--- src/rtl/rh_port_pkg.sv ---
package rh_port_pkg;

  localparam int REG_W = 32;

  // Bit positions shared by the read view and the write-one actions.
  localparam int B_CONN  = 0;   // read: attached        write: clear enable
  localparam int B_EN    = 1;   // read: enabled         write: set enable
  localparam int B_SUSP  = 2;   // read: suspended       write: set suspend
  localparam int B_RESUM = 3;   // read: 0               write: clear suspend
  localparam int B_RST   = 4;   // read: reset active    write: start reset
  localparam int B_PWR   = 8;   // read: powered         write: set power
  localparam int B_SLOW  = 9;   // read: low speed       write: clear power
  localparam int B_CSC   = 16;  // read: connect change  write: clear it
  localparam int B_RSC   = 20;  // read: reset change    write: clear it

  typedef struct packed {
    logic clr_en;
    logic set_en;
    logic set_susp;
    logic clr_susp;
    logic set_rst;
    logic set_pwr;
    logic clr_pwr;
    logic clr_csc;
    logic clr_rsc;
  } port_cmd_t;

  function automatic port_cmd_t decode_cmd(input logic [REG_W-1:0] w);
    port_cmd_t c;
    c.clr_en   = w[B_CONN];
    c.set_en   = w[B_EN];
    c.set_susp = w[B_SUSP];
    c.clr_susp = w[B_RESUM];
    c.set_rst  = w[B_RST];
    c.set_pwr  = w[B_PWR];
    c.clr_pwr  = w[B_SLOW];
    c.clr_csc  = w[B_CSC];
    c.clr_rsc  = w[B_RSC];
    return c;
  endfunction

endpackage

--- src/rtl/rh_cmd_defer.sv ---
module rh_cmd_defer
  import rh_port_pkg::*;
(
  input  logic      clk,
  input  logic      rst,
  input  logic      cmd_valid,
  input  port_cmd_t cmd_in,
  input  logic      busy,
  output logic      apply_valid,
  output port_cmd_t apply_cmd
);

  logic      pend_v;
  port_cmd_t pend_c;

  // The held command goes first; a new command arriving then takes the slot.
  always_comb begin
    apply_valid = 1'b0;
    apply_cmd   = '0;
    if (!busy) begin
      if (pend_v) begin
        apply_valid = 1'b1;
        apply_cmd   = pend_c;
      end else if (cmd_valid) begin
        apply_valid = 1'b1;
        apply_cmd   = cmd_in;
      end
    end
  end

  always_ff @(posedge clk) begin
    if (rst) begin
      pend_v <= 1'b0;
      pend_c <= '0;
    end else if (cmd_valid && (busy || pend_v)) begin
      pend_v <= 1'b1;
      pend_c <= cmd_in;
    end else if (!busy) begin
      pend_v <= 1'b0;
    end
  end


  busy_hold_chk: assert property (@(posedge clk) disable iff (rst)
    busy |-> !apply_valid);


  slot_replace_chk: assert property (@(posedge clk) disable iff (rst)
    (busy && cmd_valid) |=> (pend_v && pend_c == $past(cmd_in)));

endmodule

--- src/rtl/rh_reset_timer.sv ---
module rh_reset_timer #(
  parameter int RESET_TICKS = 10
) (
  input  logic clk,
  input  logic rst,
  input  logic tick,
  input  logic start,
  input  logic abort,
  output logic active,
  output logic done
);

  localparam int CW = $clog2(RESET_TICKS + 1);
  localparam logic [CW-1:0] LAST = CW'(RESET_TICKS - 1);

  logic [CW-1:0] cnt;

  assign done = active && tick && (cnt == LAST) && !abort;

  always_ff @(posedge clk) begin
    if (rst) begin
      active <= 1'b0;
      cnt    <= '0;
    end else if (abort) begin
      active <= 1'b0;
      cnt    <= '0;
    end else if (active) begin
      if (tick) begin
        if (cnt == LAST) begin
          active <= 1'b0;
          cnt    <= '0;
        end else begin
          cnt <= cnt + 1'b1;
        end
      end
    end else if (start) begin
      active <= 1'b1;
      cnt    <= '0;
    end
  end


  cnt_range_chk: assert property (@(posedge clk) disable iff (rst)
    cnt <= LAST);


  end_on_last_chk: assert property (@(posedge clk) disable iff (rst)
    (active && tick && cnt == LAST) |=> !active);

endmodule

--- src/rtl/rh_attach_sync.sv ---
module rh_attach_sync (
  input  logic clk,
  input  logic rst,
  input  logic dev_present,
  input  logic dev_slow,
  output logic conn_q,
  output logic slow_q,
  output logic attach_edge,
  output logic detach_edge
);

  assign attach_edge = dev_present && !conn_q;
  assign detach_edge = !dev_present && conn_q;

  always_ff @(posedge clk) begin
    if (rst) begin
      conn_q <= 1'b0;
      slow_q <= 1'b0;
    end else begin
      conn_q <= dev_present;
      slow_q <= dev_slow;
    end
  end

endmodule

--- src/rtl/rh_port_ctrl.sv ---
module rh_port_ctrl
  import rh_port_pkg::*;
#(
  parameter int RESET_TICKS = 10
) (
  input  logic             clk,
  input  logic             rst,
  input  logic             tick,
  input  logic             wr_en,
  input  logic [REG_W-1:0] wr_data,
  output logic [REG_W-1:0] rd_data,
  input  logic             dev_present,
  input  logic             dev_slow,
  input  logic             xfer_busy,
  output logic             port_reset_o,
  output logic             change_irq
);

  port_cmd_t cmd_in, act;
  logic      act_v;
  logic      conn_q, slow_q, attach_edge, detach_edge;
  logic      rst_active, rst_done, rst_start;
  logic      en_q, susp_q, pwr_q, csc_q, rsc_q;
  logic      refused;
  logic      unused_bits;

  assign cmd_in = decode_cmd(wr_data);
  assign unused_bits = ^{wr_data[REG_W-1:B_RSC+1], wr_data[B_RSC-1:B_CSC+1],
                         wr_data[B_CSC-1:B_SLOW+1], wr_data[B_PWR-1:B_RST+1]};

  rh_cmd_defer u_defer (
    .clk(clk), .rst(rst), .cmd_valid(wr_en), .cmd_in(cmd_in),
    .busy(xfer_busy), .apply_valid(act_v), .apply_cmd(act)
  );

  rh_attach_sync u_attach (
    .clk(clk), .rst(rst), .dev_present(dev_present), .dev_slow(dev_slow),
    .conn_q(conn_q), .slow_q(slow_q),
    .attach_edge(attach_edge), .detach_edge(detach_edge)
  );

  assign rst_start = act_v && act.set_rst && conn_q;
  assign refused   = act_v && !conn_q && (act.set_en || act.set_susp || act.set_rst);

  rh_reset_timer #(.RESET_TICKS(RESET_TICKS)) u_timer (
    .clk(clk), .rst(rst), .tick(tick), .start(rst_start),
    .abort(detach_edge), .active(rst_active), .done(rst_done)
  );

  always_ff @(posedge clk) begin
    if (rst) begin
      en_q   <= 1'b0;
      susp_q <= 1'b0;
      pwr_q  <= 1'b0;
      csc_q  <= 1'b0;
      rsc_q  <= 1'b0;
    end else begin
      if (attach_edge || detach_edge || refused) csc_q <= 1'b1;
      else if (act_v && act.clr_csc)             csc_q <= 1'b0;

      if (rst_done)                   rsc_q <= 1'b1;
      else if (act_v && act.clr_rsc)  rsc_q <= 1'b0;

      if (detach_edge)                        en_q <= 1'b0;
      else if (rst_done)                      en_q <= 1'b1;
      else if (act_v && act.clr_en)           en_q <= 1'b0;
      else if (act_v && act.set_en && conn_q) en_q <= 1'b1;

      if (detach_edge || rst_start)             susp_q <= 1'b0;
      else if (act_v && act.clr_susp)           susp_q <= 1'b0;
      else if (act_v && act.set_susp && conn_q) susp_q <= 1'b1;

      if (act_v && act.clr_pwr)      pwr_q <= 1'b0;
      else if (act_v && act.set_pwr) pwr_q <= 1'b1;
    end
  end

  always_comb begin
    rd_data         = '0;
    rd_data[B_CONN] = conn_q;
    rd_data[B_EN]   = en_q;
    rd_data[B_SUSP] = susp_q;
    rd_data[B_RST]  = rst_active;
    rd_data[B_PWR]  = pwr_q;
    rd_data[B_SLOW] = slow_q && conn_q;
    rd_data[B_CSC]  = csc_q;
    rd_data[B_RSC]  = rsc_q;
  end

  assign port_reset_o = rst_active;
  assign change_irq   = csc_q || rsc_q;


  reset_needs_attach_chk: assert property (@(posedge clk) disable iff (rst)
    $rose(port_reset_o) |-> $past(conn_q));


  refused_flags_chk: assert property (@(posedge clk) disable iff (rst)
    refused |=> csc_q);


  edge_flags_chk: assert property (@(posedge clk) disable iff (rst)
    (attach_edge || detach_edge) |=> rd_data[B_CSC]);


  slow_gated_chk: assert property (@(posedge clk) disable iff (rst)
    !rd_data[B_CONN] |-> !rd_data[B_SLOW]);


  detach_abort_chk: assert property (@(posedge clk) disable iff (rst)
    detach_edge |=> (!port_reset_o && !rd_data[B_EN] && !rd_data[B_SUSP]));

endmodule

--- config.mk ---
export PLATFORM = sky130hd
export DESIGN_NAME = rh_port_ctrl
export DESIGN_NICKNAME = d
export VERILOG_FILES = /design/src/rtl/rh_port_pkg.sv /design/src/rtl/rh_cmd_defer.sv /design/src/rtl/rh_reset_timer.sv /design/src/rtl/rh_attach_sync.sv /design/src/rtl/rh_port_ctrl.sv
export SDC_FILE = /design/constraint.sdc
export NUM_CORES = 1
export LEC_CHECK = 0
export CAP_MARGIN = 15
export CELL_PAD_IN_SITES_DETAIL_PLACEMENT = 1
export CELL_PAD_IN_SITES_GLOBAL_PLACEMENT = 1
export CORE_MARGIN = 2
export CORE_UTILIZATION = 45
export DETAILED_ROUTE_END_ITERATION = 10
export DONT_BUFFER_PORTS = 1
export PLACE_DENSITY = 0.81
export SYNTH_ARGS = -nofsm -noshare
export SYNTH_HDL_FRONTEND = slang
export SYNTH_SLANG_ARGS = --single-unit
export TNS_END_PERCENT = 1
--- constraint.sdc ---
create_clock -name clk -period 3.3 [get_ports clk]
set_input_delay 0.66 -clock clk [delete_from_list [all_inputs] [get_ports clk]]
set_output_delay 0.66 -clock clk [all_outputs]
set_load 0.05 [all_outputs]
Word level (Yosys, flattened, before mapping)
Cells that the tools add are included.
{ "word_totals": {"input_bits": 39, "ff_bits": 22} }
{ "op_classes": {"n_addsub": 1, "eq_ne": 3, "n_reduce_logical": 39, "mux": 23} }
{ "ops": {"columns": ["op", "count"], "rows": [
  ["2-to-1 mux 9 bit", 3],
  ["logical AND 1 bit", 21],
  ["2-to-1 mux 1 bit", 16],
  ["2-to-1 mux 4 bit", 4],
  ["logical OR 1 bit", 7],
  ["nonzero test 2 bit", 3],
  ["adder 4 x 1 -> 4 bit, second input constant", 1],
  ["== test 4 bit, second input constant", 1],
  ["OR reduction 2 bit", 2],
  ["logical NOT 1 bit", 3],
  ["nonzero test 3 bit", 1],
  ["OR reduction 3 bit", 1],
  ["!= test 2 x 1 -> 1 bit, second input constant", 1],
  ["!= test 2 bit, second input constant", 1],
  ["AND reduction 2 bit", 1]
]} }

Depth between registers and ports, before layout
Gate-level depths: netlist of the first run.
{ "logic_depth": {"ltp_word": 8, "mapped_depth": 6, "ltp_nobuf": 6} }

By module
A second synthesis of the first run with hierarchy kept.
{ "unflattened": {"hier_cells": 172, "hier_area_um2": 1428.9} }
{ "by_module_without_submodules": {"columns": ["module", "seq_area_each_um2", "n_inst", "area_each_um2", "cells_each"], "rows": [
  ["rh_cmd_defer", 200.2, 1, 624.3, 77],
  ["rh_port_ctrl", 100.1, 1, 469.2, 58],
  ["rh_reset_timer", 100.1, 1, 270.3, 31],
  ["rh_attach_sync", 40.0, 1, 65.1, 6]
]} }

Least setup slack after synthesis of the first run
No wires, ideal clock.
{ "synth_timing": {"kind": "input port to flip-flop", "from": "in dev_present", "to": "reg en_q", "n_path_buf": 0, "arrival_ps": 1578, "cell_stages": 5, "setup_time_ps": 87, "path_slack_ps": 1635, "path_cell_list": "inv_1 > ha_1 > or2_4 > or3_1 > o31ai_1"} }
{ "synth_between": {"elab_chain_cells": 5, "elab_cells_between_ends": 7} }
{ "synth_rtl": {"columns": ["item", "line", "text"], "rows": [
  ["from (decl)", "rh_port_ctrl.sv:12", "input logic dev_present,"],
  ["logical NOT 1 bit (*)", "rh_attach_sync.sv:13", "assign detach_edge = !dev_present && conn_q;"],
  ["logical AND 1 bit (*)", "rh_attach_sync.sv:13", null],
  ["logical NOT 1 bit", "rh_reset_timer.sv:18", "assign done = active && tick && (cnt == LAST) && !abort;"],
  ["logical AND 1 bit", "rh_reset_timer.sv:18", null],
  ["nonzero test 3 bit (no line) / 2-to-1 mux 1 bit (equally long branches)", null, null],
  ["to (signal assigned)", "rh_port_ctrl.sv:52", "en_q <= 1'b0;"],
  ["to (signal assigned)", "rh_port_ctrl.sv:64", "if (detach_edge) en_q <= 1'b0;"],
  ["to (signal assigned)", "rh_port_ctrl.sv:65", "else if (rst_done) en_q <= 1'b1;"],
  ["to (decl)", "rh_port_ctrl.sv:23", "logic en_q, susp_q, pwr_q, csc_q, rsc_q;"]
]} }
Every way passes the cells marked *; elsewhere a longest branch is shown, timed or not.
A chain may end at the register's enable or synchronous reset.

Worst setup path in the final report of the first run
{ "layout_timing": {"from": "reg u_attach.conn_q", "to": "out rd_data[9]"} }
{ "layout_between": {"elab_chain_cells": 1} }
{ "layout_rtl": {"columns": ["item", "line", "text"], "rows": [
  ["from (decl)", "rh_attach_sync.sv:6", "output logic conn_q,"],
  ["from (signal assigned)", "rh_attach_sync.sv:20", "conn_q <= dev_present;"],
  ["logical AND 1 bit", "rh_port_ctrl.sv:85", "rd_data[B_SLOW] = slow_q && conn_q;"],
  ["to (decl)", "rh_port_ctrl.sv:11", "output logic [REG_W-1:0] rd_data,"]
]} }
No other way between the ends.

==> flow_metrics.tcl, run 1 <==
set metrics [dict create \
    outcome "completed" \
    post-dp-hpwl_um 2029 \
    seqPwrFrac_pct 56.4 \
    grt_max_degree 23 \
    relSlewSlack_pct 31.06 \
    crit_slowest_cell "dfxtp_1" \
    synth-seq-cells 22 \
    numPortBuffers 0 \
    antenna_found_initial 0 \
    clock_latency_ns 0.30 \
    path_clk_slew_ns 0.12 \
    cts_tree "done" \
    syn_area_per_cell_um2 8.280 \
    htree_levels 1 \
    synth-async-reset-ratio_pct 0 \
    cts_hold_buffers 0 \
    hold_path.class "in2reg" \
    dieArea_um2 3335 \
    setup_viol_count_final 0 \
    critPathCaptureType "primary output" \
    synth_flop_cell "dfxtp_1" \
    drtPass1Iterations 3 \
    die_y_um 57.75 \
    swShare_pct 35.60 \
    cts_setup_buffers 0 \
    syn_area_um2 1300 \
    wl_um 2626 \
    finClkSkew_ns 0.006234 \
    synthDistinctLibCells 35 \
    hold_viol_final 0 \
    period_needed_ns 2.223 \
    synth_edf_count 0 \
    max_cap_violations 0 \
    critPathMaxStageDelay_ns 0.73 \
    slew_violations 0 \
    rows 19 \
    grt_overflow 0 \
    antennaDiodeCount 0 \
    fin_crit_sh_pct 67.35 \
    critPathKind "reg2out" \
    core_area_um2 2758 \
    switchingPower_mw 0.1882 \
    drive_gt1_share_pct 4.795 \
    p_int_mw 0.3406 \
    ios 73 \
    start_kind "flip-flop" \
    cp_top_family "flip-flops" \
    tns_ns 0 \
    vias_per_cell 5.232 \
    path_buf_inv 0 \
    vias 926 \
    yosys_warnings 0 \
    ctsResizeCount 0 \
    chipWidth_um 57.75 \
    fillCellCount 343 \
    remaining_drc_errors 0 \
    drt_iter0_drc 21 \
    power_frac_comb_pct 20.5 \
    wl_per_cell_um 14.84 \
    critPathMaxFanout 5 \
    path_cells "and2_1" \
    p_clk_share_pct 23.1 \
    gp_congestion 0.7315 \
    start_util_pct 47.14 \
    ant_nets 0 \
    seq_area_frac_synth_pct 33.88 \
    clk_path_buf_depth 2 \
    grt_pass1_vias 910 \
    pwr_density_cell_nw_per_um2 450.1 \
    grt_pass1_wl_um 4084 \
    dp_slack_ns 1.374 \
    rsz0062_at_grt "false" \
    yosysTopAreaCell "dfxtp_1" \
    fin_nets 190 \
    track_usage_pct 15.78 \
    cellLeakagePower_nw 0.5281 \
    required_ns 2.64 \
    postSynthCellCount 157 \
    synth_top_area_share_pct 33.88 \
    layout_setup_ws_ns 1.077 \
    synth_area_leaders "dfxtp_1, buf_4, mux2i_1" \
    cts_root_buffer "clkbuf_4" \
    clock-sinks 22 \
    syn_to_final_growth_pct -9.624 \
    clock.fmax_ghz 0.4499 \
    ir_worst_vdd_mv 0.2684 \
    cts_inserted_buffers 3 \
    tightest_slew_ns 1.027 \
    arrival_ns 1.56 \
]
-- cells in the final DEF (no fill, tap or decap), types with 2 or more instances in the layout --
cell type,instances
o21ai_0,5
nor4_1,2
clkbuf_4,3
ha_1,3
inv_1,3
o31ai_1,3
nand3b_1,7
conb_1,24
a211o_1,2
nor3b_1,2
nor2_1,16
dfxtp_1,22
a21oi_1,9
mux2i_1,9
nand2_1,18
-- layout make-up --
class	count	area, um^2	area share (%)
Multi-Input combinational cell	117	654.4	55.70
Tap cell	31	38.79	3.301
Sequential cell	22	440.4	37.49
Inverter	3	11.26	0.9585
Clock buffer	3	22.52	1.917
Timing Repair Buffer	1	7.507	0.6390
-- cell families (layout without fill, tap and decap cells) --
family	after synthesis	after routing	synth area share, %
simple gates	55	55	20.89
flops	22	22	33.88
mux	9	9	6.930
other cells	1	24	0.2885
compound gates	26	26	12.70
buf+inv	41	7	22.42
fa+ha+maj	3	3	2.888
-- flip-flops by register name, indices dropped and copies added, names as in the netlist --
register	flops
u_defer.pend_c	9
pwr_q	1
en_q	1
u_timer.active	1
u_attach.slow_q	1
susp_q	1
rsc_q	1
u_defer.pend_v	1
csc_q	1
u_attach.conn_q	1
u_timer.cnt	4
-- stage by stage --
| stage | hold WS, ns | power (mW) | std cells | instance area (um^2) | util (%) |
|---|---|---|---|---|---|
| floorplan | 0.4572 | 0.4381 | 180 | 1386 | - |
| global placement | 0.4764 | 0.4089 | 174 | 1152 | 41.79 |
| detailed placement | 0.4933 | 0.4123 | 174 | 1152 | 41.79 |
| CTS | 0.4026 | 0.5325 | 177 | 1175 | 42.60 |
| global route | 0.3834 | 0.5537 | 177 | 1175 | 42.60 |
| finish | 0.4075 | 0.5288 | 177 | 1175 | 42.60 |
-- final timing paths --
path,startpoint,endpoint,slack (ns),depth (start not counted)
worst max-delay path,u_attach.conn_q$_SDFF_PP0_,rd_data[9],1.08,1
worst min-delay path,rst,u_defer.pend_v$_SDFFE_PP0P_,0.41,1
worst max register to register,u_defer.pend_v$_SDFFE_PP0P_,u_defer.pend_c[4]$_SDFFE_PP0P_,1.42,3
worst min register to register,u_defer.pend_c[0]$_SDFFE_PP0P_,u_defer.pend_c[0]$_SDFFE_PP0P_,0.52,2
-- Yosys cell counts (3+ instances only) --
master    count
buf_4        34
mux2i_1       9
ha_1          3
inv_1         3
o21ai_0       5
nand3b_1      7
nand2_1      18
nor2_1       16
a21oi_1       9
dfxtp_1      22
o31ai_1       3
-- per-layer routing --
metal	track usage [%]	part of all wire, %	vias up
met3	5.134	8.1	4
met1	17.77	41	437
met4	6.312	0.88	0
li1	-	-	453
met5	0	0	-
met2	27.44	50	32
-- power groups by stage --
stage / clock network, mW / registers, mW / logic (mW)
after global placement: 0 / 0.303 / 0.106
after detailed placement: 0 / 0.305 / 0.108
after floorplan: 0 / 0.289 / 0.149
after CTS: 0.126 / 0.298 / 0.108
after global routing: 0.138 / 0.301 / 0.115
final: 0.122 / 0.298 / 0.108
Note: power is estimated with default switching activity, not from simulation.
==> run 2, diff against run 1 <==
--- a/config.mk
+++ b/config.mk
@@ -9,10 +9,10 @@
 export CELL_PAD_IN_SITES_DETAIL_PLACEMENT = 1
 export CELL_PAD_IN_SITES_GLOBAL_PLACEMENT = 1
 export CORE_MARGIN = 2
-export CORE_UTILIZATION = 45
+export CORE_UTILIZATION = 38
 export DETAILED_ROUTE_END_ITERATION = 10
 export DONT_BUFFER_PORTS = 1
-export PLACE_DENSITY = 0.81
+export PLACE_DENSITY = 0.73
 export SYNTH_ARGS = -nofsm -noshare
 export SYNTH_HDL_FRONTEND = slang
 export SYNTH_SLANG_ARGS = --single-unit
==> constraint.sdc (replaced) <==
create_clock -name clk -period 1.8 [get_ports clk]
set_input_delay 0.36 -clock clk [delete_from_list [all_inputs] [get_ports clk]]
set_output_delay 0.36 -clock clk [all_outputs]
set_load 0.05 [all_outputs]
==> run 2 against run 1 <==
  * Utilization decreased by 4.5 points
  * Sequential cell count unchanged
  * Clock-buffer cell count increased by 1
  * Largest cell class unchanged
  * Largest power group unchanged
  * Critical path type unchanged
  * First-iteration DRC count decreased by 24%
  * Routed wire length decreased by 2.8%
==> flow_metrics.tcl, run 2 (same netlist as run 1, synthesis figures left out) <==
set metrics [dict create \
    rows 21 \
    period_needed_ns 1.619 \
    largest_registers "u_defer.pend_c (9), u_timer.cnt (4)" \
    numPortBuffers 0 \
    tns_ns 0 \
    syn_to_final_growth_pct -3.080 \
    reg2reg_from "u_defer.pend_v$_SDFFE_PP0P_" \
    grt_pass1_wl_um 4278 \
    min_to "u_defer.pend_v$_SDFFE_PP0P_" \
    setup_viol_count_final 0 \
    wl_um 2552 \
    layout_setup_ws_ns 0.1809 \
    fin_util_pct 38.06 \
    timing.hold.ws_ns 0.09217 \
    min-delay-start "rst" \
    pwr_density_cell_nw_per_um2 823.5 \
    antennaDiodeCount 0 \
    cp_top_family "buffers and inverters" \
    crit_slowest_cell "dfxtp_1" \
    wl_per_cell_um 12.76 \
    slew_violations 0 \
    chipWidth_um 62.49 \
    outcome "completed" \
    switchingPower_mw 0.3575 \
    dpl_cell_area_um2 1224 \
    critPathMaxFanout 4 \
    finClkSkew_ns 0.007688 \
    dp_slack_ns 0.3356 \
    reg2reg_to "u_timer.cnt[2]$_SDFFE_PP0P_" \
    tightest_slew_ns 0.5395 \
    finalPower_mw 1.038 \
    rsz0062_at_grt "false" \
    fillCellCount 443 \
    r2r_slack_ns 0.37 \
    p_int_mw 0.6801 \
    arrival_ns 1.26 \
    largest_reg_flops 9 \
    cts_hold_buffers 0 \
    start_kind "flip-flop" \
    fin_crit_sh_pct 89.95 \
    holdPathStages 1 \
    critPathKind "reg2out" \
    top_register "u_defer.pend_c" \
    seqPwrFrac_pct 51.0 \
    drive_gt1_share_pct 9.740 \
    path_clk_slew_ns 0.13 \
    core_area_um2 3311 \
    relSlewSlack_pct 63.99 \
    vias_per_cell 4.660 \
    ctsResizeCount 0 \
    grt_max_degree 18 \
    cellLeakagePower_nw 0.5705 \
    grt_overflow 0 \
    drtPass1Iterations 4 \
    max_cap_violations 0 \
    ir_worst_vdd_mv 0.3994 \
    cts_tree "done" \
    vias 932 \
    start_util_pct 39.27 \
    power_frac_comb_pct 22.0 \
    drt_iter0_drc 16 \
    grt_pass1_vias 986 \
    swShare_pct 34.45 \
    hold_path.class "in2reg" \
    track_usage_pct 13.83 \
    clk_path_buf_depth 2 \
    die_y_um 62.49 \
    design_area_um2 1260 \
    cp_common_cell "buf_4" \
    htree_levels 1 \
    ios 73 \
    critPathMaxStageDelay_ns 0.39 \
    post-dp-hpwl_um 2034 \
    clock.fmax_ghz 0.6176 \
    clock-sinks 22 \
    cts_setup_buffers 0 \
    clock_latency_ns 0.32 \
    remaining_drc_errors 0 \
    critPathCaptureType "primary output" \
    mostFrequentLayoutCells "conb_1, dfxtp_1, nand2_1, nor2_1" \
    dpl.cell_count 196 \
    path_buf_inv 2 \
    cts_root_buffer "clkbuf_4" \
    gp_congestion 0.7480 \
    hold_viol_final 0 \
    layout.cells.non_filler 200 \
    dieArea_um2 3905 \
    required_ns 1.44 \
    antenna_found_initial 0 \
    layout_commonest_cell "conb_1" \
    fin_nets 197 \
    path_cells "buf_4 -> and2_1 -> buf_4" \
    p_clk_share_pct 27.1 \
    reg2reg_depth 4 \
    cts_inserted_buffers 3 \
    ant_nets 0 \
]
[run 2: cell count changes in the layout (fill, tap and decap cells not counted), sizes merged]
cell | before | now
buf | 1 | 8
clkbuf | 3 | 4
[run 2: per-layer routing]
metal	vias up	share of wire (%)	wire [um]	global-route usage (%)
met2	20	56	1419	27.42
met5	-	0	0	0
met3	5	6.2	158	5.225
met4	0	1.1	27	3.333
met1	443	37	946	13.20
li1	464	-	-	-
[run 2: worst max path at each step]
stage                     slack (ns)  cells after the start                           to                       start
final                           0.18                      3                   rd_data[9]  u_attach.conn_q$_SDFF_PP0_
after global routing             0.1                      3                   rd_data[9]  u_attach.conn_q$_SDFF_PP0_
after CTS                       0.16                      3                   rd_data[9]  u_attach.conn_q$_SDFF_PP0_
after detailed placement        0.34                      5            en_q$_SDFFE_PP0P_                 dev_present
after global placement          0.33                      5            en_q$_SDFFE_PP0P_                 dev_present
after floorplan                 0.38                      4  u_timer.cnt[2]$_SDFFE_PP0P_   u_timer.active$_SDFF_PP0_
[run 2: layout make-up]
cell class	count	area, um^2	area share (%)
timing repair buffer	8	60.06	4.767
sequential	22	440.4	34.96
tap	46	57.56	4.568
inverter	3	11.26	0.8937
clock buffer	4	36.28	2.880
multi-input combinational	117	654.4	51.94
[run 2: power by group through the flow]
stage               registers, mW  logic [mW]  clock network (mW)
finish                      0.529       0.228               0.281
global route                0.533       0.244               0.311
CTS                         0.529       0.229               0.291
detailed placement          0.540       0.228                   0
global placement            0.539       0.224                   0
floorplan                   0.529       0.274                   0
[run 2: worst register-to-register path: stages (launching register included)]
cell and delay [ns]:
dfxtp_1 0.44, nand3b_1 0.23, a21boi_2 0.20, a21oi_1 0.15
a211o_1 0.31
==> run 3, diff against run 2 <==
--- a/config.mk
+++ b/config.mk
@@ -6,13 +6,11 @@
 export NUM_CORES = 1
 export LEC_CHECK = 0
 export CAP_MARGIN = 15
-export CELL_PAD_IN_SITES_DETAIL_PLACEMENT = 1
-export CELL_PAD_IN_SITES_GLOBAL_PLACEMENT = 1
 export CORE_MARGIN = 2
-export CORE_UTILIZATION = 38
+export CORE_UTILIZATION = 45
 export DETAILED_ROUTE_END_ITERATION = 10
 export DONT_BUFFER_PORTS = 1
-export PLACE_DENSITY = 0.73
+export PLACE_DENSITY = 0.62
 export SYNTH_ARGS = -nofsm -noshare
 export SYNTH_HDL_FRONTEND = slang
 export SYNTH_SLANG_ARGS = --single-unit
==> run 3 against run 2 <==
  * Worst setup slack better by 0.0040 ns
  * Sequential share of layout area increased by 0.93 points
  * Clock skew decreased by 0.0049 ns
  * Die area shrank 15%
  * Non-clock buffer count is the same
  * Power shrank 6.5%
  * Routed wire length decreased by 12%
  * Global-route usage down 0.32 points
  * Fmax up 0.25%
  * Highest routed layer unchanged
==> flow_metrics.tcl, run 3 (same netlist as run 1, synthesis figures left out) <==
set metrics [dict create \
    outcome "completed" \
    largest_reg_flops 9 \
    clk_path_buf_depth 2 \
    hold_viol_final 0 \
    holdPathStages 1 \
    layout_setup_ws_ns 0.1849 \
    min_to "u_attach.conn_q$_SDFF_PP0_" \
    numPortBuffers 0 \
    chipWidth_um 57.75 \
    largest_registers "u_defer.pend_c (9), u_timer.cnt (4)" \
    wl_um 2234 \
    pwr_density_cell_nw_per_um2 790.2 \
    fin_util_pct 44.51 \
    reg2reg_to "u_timer.cnt[2]$_SDFFE_PP0P_" \
    max_cap_violations 0 \
    mostFrequentLayoutCells "conb_1, dfxtp_1, nand2_1, nor2_1" \
    dpl_cell_area_um2 1205 \
    rows 19 \
    required_ns 1.44 \
    vias_per_cell 5.168 \
    cts_setup_buffers 0 \
    cp_common_cell "buf_4" \
    remaining_drc_errors 0 \
    ios 73 \
    core_area_um2 2758 \
    syn_to_final_growth_pct -5.582 \
    post-dp-hpwl_um 1727 \
    finalPower_mw 0.9699 \
    gp_congestion 0.8716 \
    clock_latency_ns 0.29 \
    cts_tree "done" \
    reg2reg_depth 4 \
    cts_hold_buffers 0 \
    dp_slack_ns 0.3357 \
    dieArea_um2 3335 \
    drive_gt1_share_pct 9.150 \
    arrival_ns 1.26 \
    vias 951 \
    htree_levels 1 \
    tns_ns 0 \
    path_clk_slew_ns 0.12 \
    multi_input_area_um2 654.4 \
    grt_pass1_wl_um 3498 \
    grt_max_degree 18 \
    die_y_um 57.75 \
    antennaDiodeCount 0 \
    cellLeakagePower_nw 0.5633 \
    period_needed_ns 1.615 \
    wl_per_cell_um 12.14 \
    path_cells "buf_4 -> and2_1 -> buf_4" \
    start_util_pct 47.14 \
    critPathKind "reg2out" \
    r2r_slack_ns 0.36 \
    layout_commonest_cell "conb_1" \
    clock-sinks 22 \
    fillCellCount 286 \
    dpl.cell_count 181 \
    drtPass1Iterations 4 \
    rsz0062_at_grt "false" \
    seq_area_um2 440.4 \
    slew_violations 0 \
    reg2reg_from "u_defer.pend_v$_SDFFE_PP0P_" \
    ctsResizeCount 0 \
    relSlewSlack_pct 64.79 \
    ir_worst_vdd_mv 0.4044 \
    track_usage_pct 13.51 \
    fin_nets 197 \
    critPathMaxStageDelay_ns 0.40 \
    crit_slowest_cell "dfxtp_1" \
    top_register "u_defer.pend_c" \
    ant_nets 0 \
    finClkSkew_ns 0.002752 \
    cts_root_buffer "clkbuf_4" \
    clock.fmax_ghz 0.6192 \
    drt_iter0_drc 26 \
    start_kind "flip-flop" \
    critPathCaptureType "primary output" \
    cts_inserted_buffers 3 \
    design_area_um2 1227 \
    grt_pass1_vias 801 \
    timing.hold.ws_ns 0.1146 \
    fin_crit_sh_pct 89.73 \
    critPathMaxFanout 4 \
    antenna_found_initial 0 \
    min-delay-start "rst" \
    grt_overflow 0 \
    hold_path.class "in2reg" \
    tightest_slew_ns 0.5274 \
    setup_viol_count_final 0 \
    layout.cells.non_filler 184 \
]
-- run 3: changes by cell type in the layout (fill, tap and decap cells not counted) --
cell,previous run,this run
clkbuf_8,1,0
-- run 3: layout make-up --
class | count | share of cell area, %
Clock buffer | 3 | 1.835
Inverter | 3 | 0.9174
Multi-Input combinational cell | 117 | 53.31
Sequential cell | 22 | 35.88
Tap cell | 31 | 3.160
Timing Repair Buffer | 8 | 4.893
-- run 3: report_power, final --
| group | total, mW | internal, mW | switching [mW] |
|---|---|---|---|
| registers | 0.529 | 0.507 | 0.0218 |
| clock network | 0.216 | 0.0779 | 0.138 |
| logic | 0.225 | 0.0490 | 0.176 |
| total | 0.970 | 0.634 | 0.336 |
-- run 3: routing by layer --
layer	vias to the layer above	GRT usage, %	part of all wire (%)
met5	-	0	0
met4	0	7.641	1.7
met3	4	3.795	10
met2	47	21.59	45
met1	432	16.27	44
li1	468	-	-
-- run 3: critical path, delay by kind of cell, from the launching register on --
family | cells | cell delay, ns
buffers and inverters | 2 | 0.42
flip-flops | 1 | 0.40
AND/OR/NAND/NOR | 1 | 0.14
-- run 3: worst max path at each step --
stage / start / end / slack [ns] / cells after the start
6_report: u_attach.conn_q$_SDFF_PP0_ / rd_data[9] / 0.18 / 3
4_1_cts: u_attach.conn_q$_SDFF_PP0_ / rd_data[9] / 0.16 / 3
3_3_place_gp: dev_present / en_q$_SDFFE_PP0P_ / 0.36 / 5
2_1_floorplan: u_timer.active$_SDFF_PP0_ / u_timer.cnt[2]$_SDFFE_PP0P_ / 0.38 / 4
3_5_place_dp: dev_present / rsc_q$_SDFFE_PP0P_ / 0.34 / 5
5_1_grt: u_attach.conn_q$_SDFF_PP0_ / rd_data[9] / 0.10 / 3
